### config.mk
export PLATFORM = sky130hd
export DESIGN_NAME = audioSerialPort
export DESIGN_NICKNAME = d
export VERILOG_FILES = /design/src/rtl/aspPkg.sv /design/src/rtl/aspCtl.sv /design/src/rtl/aspData.sv /design/src/rtl/audioSerialPort.sv
export SDC_FILE = /design/constraint.sdc
export NUM_CORES = 1
export LEC_CHECK = 0
export BUFFER_PORTS_ARGS = -buffer_cell sky130_fd_sc_hd__buf_2
export CAP_MARGIN = 20
export CORE_AREA = 2 2 139 107
export CTS_CLUSTER_SIZE = 12
export DETAILED_ROUTE_END_ITERATION = 16
export DIE_AREA = 0 0 141 109
export HOLD_SLACK_MARGIN = 0.03
export PLACE_DENSITY = 0.81
export SLEW_MARGIN = 20
export SYNTH_ARGS = -nofsm -noshare
export SYNTH_HDL_FRONTEND = slang
export SYNTH_SLANG_ARGS = --single-unit
### constraint.sdc
create_clock -name clk -period 6.8 [get_ports clk]
set_input_delay 1.36 -clock clk [delete_from_list [all_inputs] [get_ports clk]]
set_output_delay 1.36 -clock clk [all_outputs]
set_load 0.05 [all_outputs]
### src/rtl/aspPkg.sv
package aspPkg;
  localparam int SAMPLE_W   = 24;
  localparam int HALF_SLOTS = 32;
  localparam int SLOT_W     = $clog2(HALF_SLOTS);
  localparam int LEN_W      = $clog2(SAMPLE_W + 1);
  localparam int MSB_MAX    = 20;

  typedef logic [SLOT_W-1:0] slot_t;
  typedef logic [LEN_W-1:0]  len_t;

  typedef enum logic [2:0] {
    FMT_I2S   = 3'd0,
    FMT_MSB   = 3'd1,
    FMT_LSB16 = 3'd2,
    FMT_LSB18 = 3'd3,
    FMT_LSB20 = 3'd4,
    FMT_MIX16 = 3'd5,
    FMT_MIX18 = 3'd6,
    FMT_MIX20 = 3'd7
  } fmtSel_t;

  // Strobes and context from control to datapath
  typedef struct packed {
    logic    txTick;     // falling bit clock seen
    logic    txHalf;     // new transmit half period
    logic    txIsLeft;
    slot_t   txSlot;     // slot now being launched
    fmtSel_t txFmt;
    logic    rxTick;     // rising bit clock seen
    logic    rxHalf;     // new receive half period
    logic    rxClose;    // previous receive half is complete
    logic    rxWasRight;
    fmtSel_t rxFmt;      // format of the half being closed
  } aspCtl_t;

  function automatic logic leftLevel(fmtSel_t f);
    return (f == FMT_I2S) ? 1'b0 : 1'b1;
  endfunction

  function automatic len_t clampLen(len_t wl, int maxLen);
    return (int'(wl) > maxLen) ? len_t'(maxLen) : wl;
  endfunction

  function automatic len_t lsbLen(fmtSel_t f);
    case (f)
      FMT_LSB16, FMT_MIX16: return len_t'(16);
      FMT_LSB18, FMT_MIX18: return len_t'(18);
      default:              return len_t'(20);
    endcase
  endfunction

  function automatic logic txIsLsb(fmtSel_t f);
    return f inside {FMT_LSB16, FMT_LSB18, FMT_LSB20};
  endfunction

  function automatic logic rxIsLsb(fmtSel_t f);
    return !(f inside {FMT_I2S, FMT_MSB});
  endfunction

  function automatic len_t txLen(fmtSel_t f, len_t wl);
    if (f == FMT_I2S) return clampLen(wl, SAMPLE_W);
    if (txIsLsb(f))   return lsbLen(f);
    return clampLen(wl, MSB_MAX);
  endfunction

  function automatic len_t rxLen(fmtSel_t f, len_t wl);
    if (f == FMT_I2S) return clampLen(wl, SAMPLE_W);
    if (f == FMT_MSB) return clampLen(wl, MSB_MAX);
    return lsbLen(f);
  endfunction

  function automatic slot_t txStart(fmtSel_t f, len_t n);
    if (f == FMT_I2S) return slot_t'(1);
    if (txIsLsb(f))   return slot_t'(HALF_SLOTS - int'(n));
    return slot_t'(0);
  endfunction
endpackage

### src/rtl/aspCtl.sv
module aspCtl
  import aspPkg::*;
(
  input  logic    clk,
  input  logic    rstN,
  input  logic    sclk,
  input  logic    ws,
  input  fmtSel_t fmtReq,
  output aspCtl_t ctl
);
  logic    sclkQ, wsFall, wsRise;
  logic    txSeen, rxSeen, rxArmed, rxLeftQ;
  slot_t   txSlotQ, txSlotNext;
  fmtSel_t fmtAct, fmtNext, rxFmtQ;
  logic    fallTick, riseTick, txHalf, rxHalf;

  assign fallTick = sclkQ & ~sclk;
  assign riseTick = ~sclkQ & sclk;
  assign txHalf   = fallTick & txSeen & (ws != wsFall);
  assign rxHalf   = riseTick & rxSeen & (ws != wsRise);

  always_comb begin
    fmtNext = fmtAct;
    if (txHalf && (ws == leftLevel(fmtReq))) fmtNext = fmtReq;
    if (txHalf)
      txSlotNext = '0;
    else if (txSlotQ == slot_t'(HALF_SLOTS - 1))
      txSlotNext = txSlotQ;
    else
      txSlotNext = txSlotQ + 1'b1;
  end

  always_comb begin
    ctl.txTick     = fallTick;
    ctl.txHalf     = txHalf;
    ctl.txIsLeft   = (ws == leftLevel(fmtNext));
    ctl.txSlot     = txSlotNext;
    ctl.txFmt      = fmtNext;
    ctl.rxTick     = riseTick;
    ctl.rxHalf     = rxHalf;
    ctl.rxClose    = rxHalf & rxArmed;
    ctl.rxWasRight = ~rxLeftQ;
    ctl.rxFmt      = rxFmtQ;
  end

  always_ff @(posedge clk) begin
    if (!rstN) begin
      sclkQ   <= 1'b0;
      wsFall  <= 1'b0;
      wsRise  <= 1'b0;
      txSeen  <= 1'b0;
      rxSeen  <= 1'b0;
      rxArmed <= 1'b0;
      rxLeftQ <= 1'b1;
      txSlotQ <= slot_t'(HALF_SLOTS - 1);
      fmtAct  <= FMT_I2S;
      rxFmtQ  <= FMT_I2S;
    end else begin
      sclkQ <= sclk;
      if (fallTick) begin
        txSeen  <= 1'b1;
        wsFall  <= ws;
        txSlotQ <= txSlotNext;
        fmtAct  <= fmtNext;
      end
      if (riseTick) begin
        rxSeen <= 1'b1;
        wsRise <= ws;
        if (rxHalf) begin
          rxArmed <= 1'b1;
          rxFmtQ  <= fmtAct;
          rxLeftQ <= (ws == leftLevel(fmtAct));
        end
      end
    end
  end
endmodule

### src/rtl/aspData.sv
module aspData
  import aspPkg::*;
(
  input  logic                clk,
  input  logic                rstN,
  input  aspCtl_t             ctl,
  input  len_t                wordLen,
  input  logic [SAMPLE_W-1:0] txLeft,
  input  logic [SAMPLE_W-1:0] txRight,
  input  logic                sdIn,
  output logic                sdOut,
  output logic [SAMPLE_W-1:0] rxData,
  output logic                rxRight,
  output logic                rxValid
);
  // transmit side
  logic [SAMPLE_W-1:0] txWordQ, wordNow;
  len_t                txN, bitIdx;
  slot_t               txSt;
  logic [SLOT_W:0]     txK;
  logic                inWord, txBit;

  always_comb begin
    wordNow = ctl.txHalf ? (ctl.txIsLeft ? txLeft : txRight) : txWordQ;
    txN     = txLen(ctl.txFmt, wordLen);
    txSt    = txStart(ctl.txFmt, txN);
    txK     = {1'b0, ctl.txSlot} - {1'b0, txSt};
    inWord  = (ctl.txSlot >= txSt) && (txK < (SLOT_W+1)'(txN));
    if (txIsLsb(ctl.txFmt))
      bitIdx = txN - 1'b1 - len_t'(txK);
    else
      bitIdx = len_t'(SAMPLE_W - 1) - len_t'(txK);
    txBit = inWord ? wordNow[bitIdx] : 1'b0;
  end

  always_ff @(posedge clk) begin
    if (!rstN) begin
      txWordQ <= '0;
      sdOut   <= 1'b0;
    end else if (ctl.txTick) begin
      txWordQ <= wordNow;
      sdOut   <= txBit;
    end
  end

  // receive side
  logic [HALF_SLOTS-1:0] shreg;
  len_t                  rxN, shAmt;
  logic [SAMPLE_W-1:0]   mask, tmp, rxWord;

  always_comb begin
    rxN   = rxLen(ctl.rxFmt, wordLen);
    mask  = ~({SAMPLE_W{1'b1}} >> rxN);
    shAmt = len_t'(SAMPLE_W) - rxN;
    tmp   = shreg[SAMPLE_W-1:0] << shAmt;
    if (rxIsLsb(ctl.rxFmt))
      rxWord = $unsigned($signed(tmp) >>> shAmt);
    else if (ctl.rxFmt == FMT_I2S)
      rxWord = shreg[HALF_SLOTS-2 -: SAMPLE_W] & mask;
    else
      rxWord = shreg[HALF_SLOTS-1 -: SAMPLE_W] & mask;
  end

  always_ff @(posedge clk) begin
    if (!rstN) begin
      shreg   <= '0;
      rxData  <= '0;
      rxRight <= 1'b0;
      rxValid <= 1'b0;
    end else begin
      rxValid <= ctl.rxClose;
      if (ctl.rxClose) begin
        rxData  <= rxWord;
        rxRight <= ctl.rxWasRight;
      end
      if (ctl.rxTick)
        shreg <= ctl.rxHalf ? {{(HALF_SLOTS-1){1'b0}}, sdIn} : {shreg[HALF_SLOTS-2:0], sdIn};
    end
  end
endmodule

### src/rtl/audioSerialPort.sv
module audioSerialPort
  import aspPkg::*;
(
  input  logic        clk,
  input  logic        rstN,
  input  logic [2:0]  fmtSel,
  input  logic [4:0]  wordLen,
  input  logic        sclk,
  input  logic        ws,
  input  logic        sdIn,
  input  logic [23:0] txLeft,
  input  logic [23:0] txRight,
  output logic        sdOut,
  output logic [23:0] rxData,
  output logic        rxRight,
  output logic        rxValid
);
  aspCtl_t ctl;

  aspCtl u_ctl (
    .clk    (clk),
    .rstN   (rstN),
    .sclk   (sclk),
    .ws     (ws),
    .fmtReq (fmtSel_t'(fmtSel)),
    .ctl    (ctl)
  );

  aspData u_data (
    .clk     (clk),
    .rstN    (rstN),
    .ctl     (ctl),
    .wordLen (wordLen),
    .txLeft  (txLeft),
    .txRight (txRight),
    .sdIn    (sdIn),
    .sdOut   (sdOut),
    .rxData  (rxData),
    .rxRight (rxRight),
    .rxValid (rxValid)
  );
endmodule

==> run metrics <==
Clock H-tree levels=3; leading area contributor after synthesis=dfxtp_1; DR pass1 iterations=7; GRT Overall Usage=0.357; average routed wire per standard cell=20.6 um; crit path time final=5.98 ns; fin worst setup slack=~0.82 ns; Worst setup SP type=input pin; CTS tree=built; Synth Area in Simple Gates=0.213; filler instances=1,293; Setup WS pre-CTS=0.561 ns; CTS Buffer Depth=2; mux cell area share after synthesis=0.128; kind of critical path=in -> reg; largest family of logic cells by synthesized area=compound AO/OA/AOI/OAI gates; Sw Ratio=0.340; DRT Wirelength=around 28 mm; CP required=7.03 ns; FF/Latch Area=between 2000 and 2500 um2; maximum VDD drop=0.171 mV; clk sinks=101; GR Overflow Total=0; crit path DAT=6.22 ns; Post-CTS Setup Inserts=0; worst min path class=reg -> reg; first-pass GRT wire length=around 43 mm; commonest non-fill, non-tap cells in the layout=nand2_1, nor2_1, dfxtp_1; clk_lat worst skew=approximately 0.35 ns; Yosys top cell area share=0.241; sequential share of the synthesized area=0.241; Die Span Y=around 110 um; Post-Syn Area=8400 um2; Die Area=between 15,000 and 20,000 um2; post-route ant nets=0; Die Wd=141 um; GPL Wtd Cong=around 1; Final Hold Fails=0; area share of fa/ha/maj cells after synthesis=0.0357; DRC=0; Comb power frac=0.308; Leak Pwr=3.51 nW; final setup vio count=0; diode count=0; I/O Pins=88; Synth Area in XOR/XNOR=0.0146; Synth area leaders=dfxtp_1, mux2i_1, nand2_1, a21oi_1, nor2_1; clock network power share=0.334; Post-Syn Instances=1,138; hold-fix buffer count after cts=0; clk_skew=0.00487 ns; Int Power=between 1 and 1.5 mW; main flop type after synthesis=dfxtp_1; largest net degree at the start of global routing=55; P_sw=0.573 mW; via count=9,160; initial antenna violation count=0; Max-slew headroom=0.278; core region area=about 14,000 um2; Flop pwr share=0.357; Syn Nets=1,221; number of synthesized register bits=101; via/cell ratio=6.79; outcome=complete, no violations; crit path max fanout=13; Max Slew Vio Count=0; max_cap viols=0; fraction of the mapped netlist area in compound gates=0.309; Port Buffer Count=slightly below 90; post-DP HPWL=20.3 mm; Multi-input gate area=5910 um2; Max Freq=between 150 and 200 MHz; setup_tns=0 ns; final worst-path cycle share=0.880; Worst Tran Pin Value=between 1 and 1.5 ns; nature of the critical path endpoint=flop; Clock transition at path regs=0.07 ns; Final #Nets=1,248; number of global-route vias before repair=7,870; mean post-synth cell area=~7.4 um2; post-synth cell types=87; # rows=38; RSZ-0062 raised after global routing=no; Synth warnings=0; Starting Density=0.595; share of cells above drive strength 1=0.159; commonest non-fill, non-tap cell in the layout=nand2_1; number of flops mapped to enable cells by yosys=0; Iter 0 DRT Violations=1,324; PwrDens=183 nW/um2; Num CTS Buffers=9; post-synthesis async set-or-reset flop share=0; Layout area overhead=9.53%; Clock Root Buffer=clkbuf_16; PostCTS Resize Cnt=0
## synthesized netlist by cell type (8+ instances only)
cell and instances:
o211ai_1 14, nand2_1 162, o21a_1 11, buf_1 8, o21ai_0 70, nand4_1 11, nor2_1 105, a211oi_1 23
clkbuf_1 69, inv_1 24, a2111oi_0 10, and2_1 22, o22ai_1 12, ha_1 20, mux2_2 16, o221ai_1 11
nand3_1 37, dfxtp_1 101, a21o_1 12, a31oi_1 26, buf_2 15, nor3_1 25, a211o_1 8, mux2i_1 69
a21oi_1 95
## sequential cells by signal, summed over array words and instances, names as in the netlist, 3 cells and up
signal	cells
u_data.rxData	24
u_ctl.fmtAct	3
u_ctl.rxFmtQ	3
u_data.txWordQ	24
u_ctl.txSlotQ	5
u_data.shreg	32
## critical path: stages
cell and delay (ns):
buf_2 0.22, xnor2_1 0.24, o41ai_1 0.51, o21ai_1 0.29, nor3_1 0.39, or2_0 0.16
buf_4 0.18, nor2_1 0.08, o21ai_0 0.26, inv_1 0.11, o41ai_1 0.38, ha_1 0.33
xor2_1 0.30, ha_1 0.34, a21oi_1 0.19, xnor2_1 0.09, nand2_1 0.06, o21ai_0 0.11
a211o_1 0.29, o31ai_1 0.24, a211oi_1 0.10
## kinds of logic after synthesis
group           after synthesis
mux                          95
fa+ha+maj                    23
simple gates                400
compound gates              382
flops                       101
xor+xnor                     14
buf+inv                     123
## power by group through the flow
stage | logic (mW) | registers (mW) | clock network, mW
3_3_place_gp | 0.496 | 0.616 | 0
3_5_place_dp | 0.499 | 0.616 | 0
6_report | 0.520 | 0.603 | 0.564
5_1_grt | 0.560 | 0.603 | 0.593
2_1_floorplan | 0.371 | 0.616 | 0
4_1_cts | 0.502 | 0.602 | 0.566
## stage by stage
step,hold WS (ns),power [mW],util,instance area [um2],instances
after floorplan,0.414,0.987,-,8400,1138
after global placement,0.444,1.11,0.629,8880,1334
after detailed placement,0.449,1.11,0.629,8880,1334
after CTS,0.458,1.67,0.651,9200,1349
after global routing,0.485,1.76,0.652,9200,1349
final,0.457,1.69,0.652,9200,1349
## per-layer routing
| layer | vias up | global-route usage | wire, um |
|---|---|---|---|
| met2 | 566 | 0.478 | 10900 |
| met4 | 0 | 0.0921 | 583 |
| li1 | 4257 | - | - |
| met3 | 64 | 0.108 | 3490 |
| met5 | - | 0 | 0 |
| met1 | 4273 | 0.547 | 12800 |
## path summary, 6_finish.rpt
kind	startpoint	end	slack (ns)	cells past startpoint
worst max-delay path	ws	u_data.sdOut	0.82	21
worst min-delay path	u_data.shreg[31]	u_data.shreg[31]	0.46	2
worst max register to register	u_ctl.rxFmtQ[0]	u_data.rxData[3]	1.56	15
worst min register to register	u_data.shreg[31]	u_data.shreg[31]	0.46	2
## layout make-up
class,instances,share of cell area
Clock inverter,5,0.00897
Multi-Input combinational cell,914,0.642
Timing Repair Buffer,112,0.0677
Sequential cell,101,0.220
Clock buffer,10,0.0260
Tap cell,180,0.0245
Inverter,27,0.0113
Power figures use the tool's default switching activity.
